[src/rtl/dr_wave_pkg.sv]
package dr_wave_pkg;

    typedef enum logic {
        PH_NULL = 1'b0,
        PH_DATA = 1'b1
    } phase_e;

    localparam logic [1:0] RAIL_ONE  = 2'b10;
    localparam logic [1:0] RAIL_ZERO = 2'b01;

    function automatic logic [1:0] encode_bit(input logic b);
        return b ? RAIL_ONE : RAIL_ZERO;
    endfunction

endpackage

[src/rtl/dr_encoder.sv]
module dr_encoder #(
    parameter int BITS = 128,
    localparam int RAILS = 2 * BITS
) (
    input  logic [BITS-1:0]  bits_i,
    output logic [RAILS-1:0] rails_o
);
    import dr_wave_pkg::*;

    for (genvar i = 0; i < BITS; i++) begin : g_bit
        assign rails_o[2*i +: 2] = encode_bit(bits_i[i]);
    end

endmodule

[src/rtl/dr_wave_seq.sv]
module dr_wave_seq
    import dr_wave_pkg::*;
(
    input  logic   clk,
    input  logic   rst_n,
    input  logic   ack_i,
    output logic   load_o,
    output logic   clear_o,
    output phase_e phase_o
);

    typedef struct packed {
        phase_e phase;
    } seq_state_t;

    seq_state_t st_d, st_q;

    always_comb begin
        st_d    = st_q;
        load_o  = 1'b0;
        clear_o = 1'b0;
        if (ack_i) begin
            clear_o     = 1'b1;
            st_d.phase  = PH_NULL;
        end else if (st_q.phase == PH_NULL) begin
            load_o      = 1'b1;
            st_d.phase  = PH_DATA;
        end
    end

    always_ff @(posedge clk or negedge rst_n) begin
        if (!rst_n) st_q <= '{phase: PH_NULL};
        else        st_q <= st_d;
    end

    assign phase_o = st_q.phase;


    data_hold_phase_chk: assert property (@(posedge clk) disable iff (!rst_n)
        (st_q.phase == PH_DATA && !ack_i) |=> (phase_o == PH_DATA));

endmodule

[src/rtl/dr_rail_reg.sv]
module dr_rail_reg #(
    parameter int RAILS = 256,
    localparam int PAIRS = RAILS / 2
) (
    input  logic             clk,
    input  logic             rst_n,
    input  logic             load_i,
    input  logic             clear_i,
    input  logic [RAILS-1:0] d_i,
    output logic [RAILS-1:0] q_o
);

    logic [RAILS-1:0] rail_d, rail_q;
    logic             bad_pair;

    always_comb begin
        rail_d = rail_q;
        if (clear_i)     rail_d = '0;
        else if (load_i) rail_d = d_i;
    end

    always_ff @(posedge clk or negedge rst_n) begin
        if (!rst_n) rail_q <= '0;
        else        rail_q <= rail_d;
    end

    assign q_o = rail_q;

    always_comb begin
        bad_pair = 1'b0;
        for (int p = 0; p < PAIRS; p++) begin
            if (rail_q[2*p +: 2] == 2'b11) bad_pair = 1'b1;
        end
    end


    no_both_high_chk: assert property (@(posedge clk) disable iff (!rst_n)
        !bad_pair);


    const_weight_chk: assert property (@(posedge clk) disable iff (!rst_n)
        (rail_q != '0) |-> ($countones(rail_q) == PAIRS));

endmodule

[src/rtl/dr_wave_ctrl.sv]
module dr_wave_ctrl
    import dr_wave_pkg::*;
#(
    parameter int BITS = 128,
    localparam int RAILS = 2 * BITS
) (
    input  logic             clk,
    input  logic             rst_n,
    input  logic             ack_i,
    input  logic [BITS-1:0]  plain_i,
    input  logic [BITS-1:0]  key_i,
    output logic [RAILS-1:0] plain_dr_o,
    output logic [RAILS-1:0] key_dr_o
);

    logic             load, clear;
    phase_e           phase;
    logic [RAILS-1:0] plain_enc, key_enc;

    dr_wave_seq u_seq (
        .clk     (clk),
        .rst_n   (rst_n),
        .ack_i   (ack_i),
        .load_o  (load),
        .clear_o (clear),
        .phase_o (phase)
    );

    dr_encoder #(.BITS(BITS)) u_enc_plain (
        .bits_i  (plain_i),
        .rails_o (plain_enc)
    );

    dr_encoder #(.BITS(BITS)) u_enc_key (
        .bits_i  (key_i),
        .rails_o (key_enc)
    );

    dr_rail_reg #(.RAILS(RAILS)) u_reg_plain (
        .clk     (clk),
        .rst_n   (rst_n),
        .load_i  (load),
        .clear_i (clear),
        .d_i     (plain_enc),
        .q_o     (plain_dr_o)
    );

    dr_rail_reg #(.RAILS(RAILS)) u_reg_key (
        .clk     (clk),
        .rst_n   (rst_n),
        .load_i  (load),
        .clear_i (clear),
        .d_i     (key_enc),
        .q_o     (key_dr_o)
    );


    ack_null_chk: assert property (@(posedge clk) disable iff (!rst_n)
        ack_i |=> (plain_dr_o == '0 && key_dr_o == '0));


    data_stable_chk: assert property (@(posedge clk) disable iff (!rst_n)
        (phase == PH_DATA && !ack_i) |=> ($stable(plain_dr_o) && $stable(key_dr_o)));


    toggle_count_chk: assert property (@(posedge clk) disable iff (!rst_n)
        ((plain_dr_o == '0) != ($past(plain_dr_o) == '0))
        |-> ($countones(plain_dr_o ^ $past(plain_dr_o)) == BITS));


    null_until_ack_low_chk: assert property (@(posedge clk) disable iff (!rst_n)
        (phase == PH_NULL && ack_i) |=> (phase == PH_NULL));

endmodule

[config.mk]
export PLATFORM = sky130hd
export DESIGN_NAME = dr_wave_ctrl
export DESIGN_NICKNAME = d
export VERILOG_FILES = /design/src/rtl/dr_wave_pkg.sv /design/src/rtl/dr_encoder.sv /design/src/rtl/dr_wave_seq.sv /design/src/rtl/dr_rail_reg.sv /design/src/rtl/dr_wave_ctrl.sv
export SDC_FILE = /design/constraint.sdc
export NUM_CORES = 1
export LEC_CHECK = 0
export BUFFER_PORTS_ARGS = -buffer_cell sky130_fd_sc_hd__buf_2
export CORE_AREA = 2 2 302 304
export CTS_CLUSTER_SIZE = 28
export DETAILED_ROUTE_END_ITERATION = 10
export DIE_AREA = 0 0 304 306
export HOLD_SLACK_MARGIN = 0.15
export PLACE_DENSITY = 0.5
export SKIP_CTS_REPAIR_TIMING = 1
export SLEW_MARGIN = 20
export SYNTH_ARGS = -nofsm -noshare
export SYNTH_HDL_FRONTEND = slang
export SYNTH_SLANG_ARGS = --single-unit
[constraint.sdc]
create_clock -name clk -period 2.4 [get_ports clk]
set_input_delay 0.36 -clock clk [delete_from_list [all_inputs] [get_ports clk]]
set_output_delay 0.36 -clock clk [all_outputs]
set_load 0.03 [all_outputs]
Yosys cells after proc, flatten, opt, wreduce, memory -nomap -nowiden

Index checks and enable logic that the tools add are counted.

Multiplexer cells: 264
Reductions and logical operators: 1

Operators with widths:

| operator           | count |
|---|---|
| $mux W256          | 4 |
| $mux W2            | 256 |
| $mux W1            | 4 |
| $reduce_bool A2 Y1 | 1 |

Bits in registers: 513
Bits of input ports: 259
Word-level logic and storage cells: 268

Longest topological paths before layout

Gate-level depths: netlist of the first run.

Depth after elaboration: 4
Mapped depth: 5

Hierarchy

Synthesis of the first run repeated with hierarchy kept, for this count alone.

Cells, all modules: 2,166
Area total of the unflattened synthesis: 24,130.6 um^2

By module, submodules not included:

| module      | instances | cells each | area each (um^2) | sequential area each (um^2) |
|---|---|---|---|---|
| dr_rail_reg | 2         | 825        | 10,603.9         | 6,406.1 |
| dr_encoder  | 2         | 256        | 1,441.4          | 0.0 |
| dr_wave_seq | 1         | 4          | 40.0             | 25.0 |

Least setup slack after synthesis of the first run

Ideal clock, no wire load.

Path kind: reg-to-reg
From: register u_seq.st_q (netlist: u_seq.phase_o)
To: register u_reg_plain.rail_q[212] (netlist: u_reg_plain.q_o[212])
Setup time: 0.078 ns
Arrival time: 1.088 ns
Data required time: 2.322 ns
Setup slack: 1.234 ns
Cell stages (with the launch flop): 6
Path buffers: 3
Path through: dfrtp_1 buf_6 buf_6 buf_6 or2_1 a21oi_1

Word-level cells in the longest chain between the ends: 3

Ends and longest elaborated chain:

| what                         | RTL line          | source |
|---|---|---|
| start, declared              | dr_wave_seq.sv:16 | `seq_state_t st_d, st_q;` |
| start signal, assigned       | dr_wave_seq.sv:32 | `if (!rst_n) st_q <= '{phase: PH_NULL};` |
| start signal, assigned       | dr_wave_seq.sv:33 | `else st_q <= st_d;` |
| $mux W1                      | dr_wave_seq.sv:25 | `end else if (st_q.phase == PH_NULL) begin` |
| $mux W1                      | dr_wave_seq.sv:22 | `if (ack_i) begin` |
| $reduce_bool A2 Y1 (no line) | --                |  |
| end signal, assigned         | dr_rail_reg.sv:24 | `else rail_q <= rail_d;` |
| end, declared                | dr_rail_reg.sv:13 | `logic [RAILS-1:0] rail_d, rail_q;` |

No other way between the ends.
A chain may end at the register's enable or synchronous reset.

Worst setup path after layout of the first run

From: register u_seq.st_q (netlist: u_seq.phase_o)
To: register u_reg_plain.rail_q[223] (netlist: u_reg_plain.q_o[223])

Same word-level chain as after synthesis.

==> results of run 1 <==
[per-stage QoR]
step | setup WS (ps) | hold slack [ps] | power (mW) | cells | utilization [%]
6_report | 633 | 169 | 22.2 | 4183 | 34.5
5_1_grt | 499 | 166 | 23.2 | 4183 | 34.5
4_1_cts | 645 | -362 | 22.2 | 3922 | 31.6
3_5_place_dp | 664 | 307 | 12.9 | 3817 | 29.5
3_3_place_gp | 670 | 311 | 12.9 | 3817 | 29.5
2_1_floorplan | 1230 | 64.4 | 11.5 | 1936 | -
[report_power, final]
part / switching, mW / total [mW] / internal [mW]
Combinational: 2.34 / 3.71 / 1.37
Sequential: 0.266 / 9.39 / 9.12
Clock: 3.65 / 9.07 / 5.42
[cells in the mapped netlist]
master and number:
a21oi_1 253, buf_1 17, buf_2 55, buf_6 31
clkbuf_1 39, dfrtp_1 513, inv_1 1, mux2i_1 256
nand2_1 253, nor2_1 256, nor2b_1 6, nor3_1 3
or2_1 10, or2_2 243
[layer usage]
metal	GRT usage [%]	part of all wire, %	vias up	wire length, um
met5	0	0.048	-	34
met4	4.60	2.5	6	1780
met3	3.88	5.6	98	4000
met2	24.6	50	492	35600
met1	17.5	42	8369	29400
li1	-	-	8351	-
[logic make-up after synthesis]
family	count (synthesis)	share of synthesized area [%]
AO/OA/AOI/OAI	253	6.02
buffers and inverters	143	3.98
flip-flops	513	61.0
multiplexers	256	12.2
AND/OR/NAND/NOR	771	16.8
[registers in the layout, indices dropped and copies added (netlist names)]
name             flops
u_reg_key.q_o      256
u_seq.phase_o        1
u_reg_plain.q_o    256
[worst reg2reg max path, cell delays in order (launching register included)]
cell and delay [ps]:
dfrtp_4 740, buf_12 440, mux2i_1 400, nor2_1 50
[area by class of cell]
class | count | share of cell area (%)
sequential | 513 | 41.5
multi-input combinational | 1280 | 23.8
timing repair buffer | 1104 | 23.5
clock buffer | 91 | 5.81
tap | 1176 | 4.76
clock inverter | 14 | 0.494
antenna | 4 | 0.0324
inverter | 1 | 0.0121
[cell usage in the layout (no fill, tap or decap), types with 10 or more instances in the layout]
cell           count
buf_2            768
dfrtp_1          512
dlygate4sd3_1    257
nor2_1           256
mux2i_1          256
nand2_1          253
a21oi_1          253
or2_2            243
clkbuf_16         59
buf_4             57
clkbuf_8          20
buf_12            20
clkbuf_1          12
or2_1             10
[worst min-delay path by stage]
| stage | endpoint | start | cells past startpoint |
|---|---|---|---|
| floorplan | u_reg_key.q_o[0] | rst_n | 0 |
| detailed placement | u_reg_plain.q_o[212] | rst_n | 1 |
| finish | u_reg_plain.q_o[135] | ack_i | 2 |
| CTS | u_reg_plain.q_o[208] | rst_n | 1 |
| global route | u_reg_plain.q_o[199] | ack_i | 2 |
| global placement | u_reg_plain.q_o[212] | rst_n | 1 |
==> impl_metrics.tcl, run 1 <==
set metrics [dict create \
    antenna_found_initial 7 \
    io_buffers 770 \
    grt_usage_pct 14.4 \
    leakagePower_nw 16.1 \
    drt-total-wl_um 70800 \
    cp-startpoint "u_seq.phase_o" \
    row_count 110 \
    start_util_pct 23.5 \
    dr.pass1.iters 4 \
    worstMarginPinSlew_ps 587 \
    cts_buffers 58 \
    clk_latency_ps 600 \
    max_stage_delay_ps 740 \
    r2r_end "u_reg_plain.q_o[223]" \
    worst-setup-path-type "reg2reg" \
    critPathCapture "u_reg_plain.q_o[223]" \
    vias 17300 \
    ant_nets 0 \
    fmax_mhz 566 \
    gp_congestion 0.805 \
    yosysWarnings 0 \
    maxCapViolCount 0 \
    cts_buffer_depth 3 \
    relSlewSlack_pct 60.8 \
    grt_pass1_wl_um 105000 \
    rsz0062_at_grt "false" \
    setup_tns_ps 0 \
    drc_errors 0 \
    min_path_type "in2reg" \
    clock-skew-final_ps 19.7 \
    io_pins 771 \
    slowest_stage "dfrtp_4" \
    syn_area_per_cell_um2 10.9 \
    cp-end-kind "flop" \
    grt_overflow 0 \
    drive_gt1_share_pct 39.4 \
    critPathLaunchType "flop" \
    ff2ff_path_depth 3 \
    cp_num_buf_inv 1 \
    synthTopCellsByArea "dfrtp_1 61%, mux2i_1 12%, or2_2 7.2%, a21oi_1 6.0%, nor2_1 4.6%" \
    avgViaCountPerCell 4.14 \
    cp_top_family "flip-flops" \
    vdd_drop_max_uv 535 \
    status "finished clean" \
    post-dp-hpwl_um 51600 \
    clk_pin_slew_ps 60 \
    fin_area_mm2 0.0309 \
    wire_per_inst_um 16.9 \
    nets 3217 \
    synthCells 1936 \
    dieWidth_um 304 \
    syn2layout_area_growth_pct 46.9 \
    ff2ff_setup_slack_ps 630 \
    coreArea_mm2 0.0896 \
    r2r_start "u_seq.phase_o" \
    cts-htree-levels 2 \
    grt_pass1_vias 16700 \
    finalSetupViolCount 0 \
    cts_tree "done" \
    crit_chain "buf_12 > mux2i_1 > nor2_1" \
    register_area_mm2 0.0128 \
    chipHeight_um 306 \
    critPathMaxFanout 114 \
    crit_arrival_ps 2230 \
    period_needed_ps 1770 \
    clkSinkCount 513 \
    synth_area_leader_cell "dfrtp_1" \
    synth_top_area_share_pct 61.0 \
    syn_area_mm2 0.0211 \
    p_per_area_mw_per_mm2 717 \
    worstPathRequired_ps 2870 \
    fillers 9254 \
    multi_input_area_mm2 0.00737 \
    hold_viol 0 \
    ys_seq_area_share_pct 61.0 \
    syn-num-nets 2195 \
    cts_root_buf "clkbuf_16" \
    slew_violations 0 \
    grt_max_degree 115 \
    path_depth 3 \
    synth.ff_latch_count 513 \
    drtIter0Drc 921 \
    dieArea_mm2 0.0930 \
    place_area_mm2 0.0264 \
    period_share_pct 73.6 \
    ys_types 14 \
]
(Power assumes the default switching activity.)
==> run 2, diff against run 1 <==
--- a/config.mk
+++ b/config.mk
@@ -11,7 +11,7 @@
 export DETAILED_ROUTE_END_ITERATION = 10
 export DIE_AREA = 0 0 304 306
 export HOLD_SLACK_MARGIN = 0.15
-export PLACE_DENSITY = 0.5
+export PLACE_DENSITY = 0.51
 export SKIP_CTS_REPAIR_TIMING = 1
 export SLEW_MARGIN = 20
 export SYNTH_ARGS = -nofsm -noshare
==> constraint.sdc (replaced) <==
create_clock -name clk -period 1.5 [get_ports clk]
set_input_delay 0.225 -clock clk [delete_from_list [all_inputs] [get_ports clk]]
set_output_delay 0.225 -clock clk [all_outputs]
set_load 0.03 [all_outputs]
==> impl_metrics.tcl, run 2 (same netlist as run 1, synthesis figures left out) <==
set metrics [dict create \
    p_seq_share_pct 41.2 \
    cts-htree-levels 2 \
    period_needed_ps 1520 \
    crit_arrival_ps 2010 \
    clkSinkCount 513 \
    vias 17900 \
    p_sw_mw 10.4 \
    gp_congestion 0.809 \
    place_area_mm2 0.0269 \
    critPathCapture "u_reg_plain.q_o[163]" \
    start_util_pct 23.5 \
    p_per_area_mw_per_mm2 1130 \
    maxCapViolCount 0 \
    grt_pass1_wl_um 105000 \
    critPathMaxFanout 48 \
    clk_latency_ps 620 \
    cp-end-kind "flop" \
    timing.final.ws_setup_ps -22.3 \
    vdd_drop_max_uv 935 \
    post-dp-hpwl_um 52100 \
    worst-setup-path-type "reg2reg" \
    chipHeight_um 306 \
    crit_chain "buf_12 > buf_12 > buf_4 > mux2i_1 > nor2_1" \
    ff2ff_path_depth 5 \
    grt_overflow 0 \
    dp_cells 3867 \
    power_frac_clock_pct 41.5 \
    p_int_mw 26.2 \
    max_stage_delay_ps 460 \
    grt_max_degree 107 \
    coreArea_mm2 0.0896 \
    drc_errors 0 \
    relSlewSlack_pct 52.3 \
    antenna_found_initial 3 \
    min_path_type "in2async" \
    row_count 110 \
    worstPathRequired_ps 1990 \
    violations "setup timing" \
    hold_viol 0 \
    wire_per_inst_um 17.2 \
    slowest_stage "dfrtp_4" \
    period_share_pct 101 \
    r2r_start "u_seq.phase_o" \
    dieWidth_um 304 \
    finalSetupViolCount 3 \
    final_common_cell "buf_2" \
    dr.pass1.iters 5 \
    avgViaCountPerCell 4.20 \
    swShare_pct 28.4 \
    syn2layout_area_growth_pct 53.1 \
    grt_pass1_vias 16900 \
    clk_pin_slew_ps 60 \
    clock-skew-final_ps 12.3 \
    cts_tree "done" \
    nets 3283 \
    pwr-share-comb_pct 17.3 \
    rsz0062_at_grt "true" \
    drtIter0Drc 859 \
    final_cell_mix "717 x buf_2, 509 x dfrtp_1, 259 x dlygate4sd3_1, 256 x nor2_1, 255 x mux2i_1" \
    io_buffers 770 \
    critPathLaunchType "flop" \
    slew_violations 0 \
    io_pins 771 \
    drive_gt1_share_pct 42.4 \
    cts_buffer_depth 3 \
    cpMostUsedCell "buf_12" \
    fin_area_mm2 0.0322 \
    register_area_mm2 0.0128 \
    r2r_end "u_reg_plain.q_o[163]" \
    drt-total-wl_um 73200 \
    instances_no_fill 4250 \
    fillers 9045 \
    fmax_mhz 657 \
    cts_buffers 60 \
    cp-startpoint "u_seq.phase_o" \
    worst_hold_slack_ps 294 \
    dieArea_mm2 0.0930 \
    status "complete, but fails checks" \
    leakagePower_nw 16.6 \
    worstMarginPinSlew_ps 714 \
    cts_root_buf "clkbuf_16" \
    ff2ff_setup_slack_ps -20 \
    multi_input_area_mm2 0.00759 \
    grt_usage_pct 14.5 \
    ant_nets 0 \
]
[run 2: metrics by stage]
step / power, mW / TNS, ps / setup WS (ps) / utilization (%)
2_1_floorplan: 18.5 / 0 / 334 / -
3_3_place_gp: 20.9 / -2.68 / -2.68 / 30.0
3_5_place_dp: 20.9 / -18.2 / -12.5 / 30.0
4_1_cts: 36.3 / -1180 / -93.8 / 32.3
5_1_grt: 38.1 / -4430 / -101 / 36.0
6_report: 36.5 / -43.8 / -22.3 / 36.0
[run 2: worst min path at each step]
stage | end | cells after the start | slack (ps) | start
2_1_floorplan | u_reg_key.q_o[0] | 0 | -70 | rst_n
3_3_place_gp | u_reg_key.q_o[21] | 1 | 110 | rst_n
3_5_place_dp | u_reg_key.q_o[21] | 1 | 110 | rst_n
4_1_cts | u_reg_key.q_o[21] | 1 | -600 | rst_n
5_1_grt | u_reg_plain.q_o[222] | 3 | 280 | rst_n
6_report | u_reg_plain.q_o[222] | 3 | 290 | rst_n
[run 2: cell type report]
cell class	count	area share (%)
Tap cell	1176	4.56
Inverter	1	0.0116
Timing Repair Buffer	1168	25.7
Sequential cell	513	39.8
Clock buffer	93	5.73
Multi-Input combinational cell	1280	23.5
Antenna cell	3	0.0233
Clock inverter	16	0.609
[run 2: per-layer routing]
metal	vias to the layer above	GRT usage [%]	wire [um]
met5	-	0	0
met4	0	5.31	2240
met3	121	3.86	4160
met2	520	24.7	36500
met1	8705	17.5	30300
li1	8515	-	-
[run 2: worst max-delay path, delay by kind of cell, from the launching register on]
family	cells	cell delay (ps)
flip-flops	1	460
buffers and inverters	3	630
multiplexers	1	210
AND/OR/NAND/NOR	1	50
[run 2: power groups by stage]
stage | logic, mW | clock network [mW] | registers, mW
finish | 6.32 | 15.1 | 15.0
global route | 6.77 | 16.2 | 15.1
CTS | 5.60 | 15.6 | 15.0
detailed placement | 5.60 | 0 | 15.3
global placement | 5.58 | 0 | 15.3
floorplan | 1.70 | 0 | 16.8
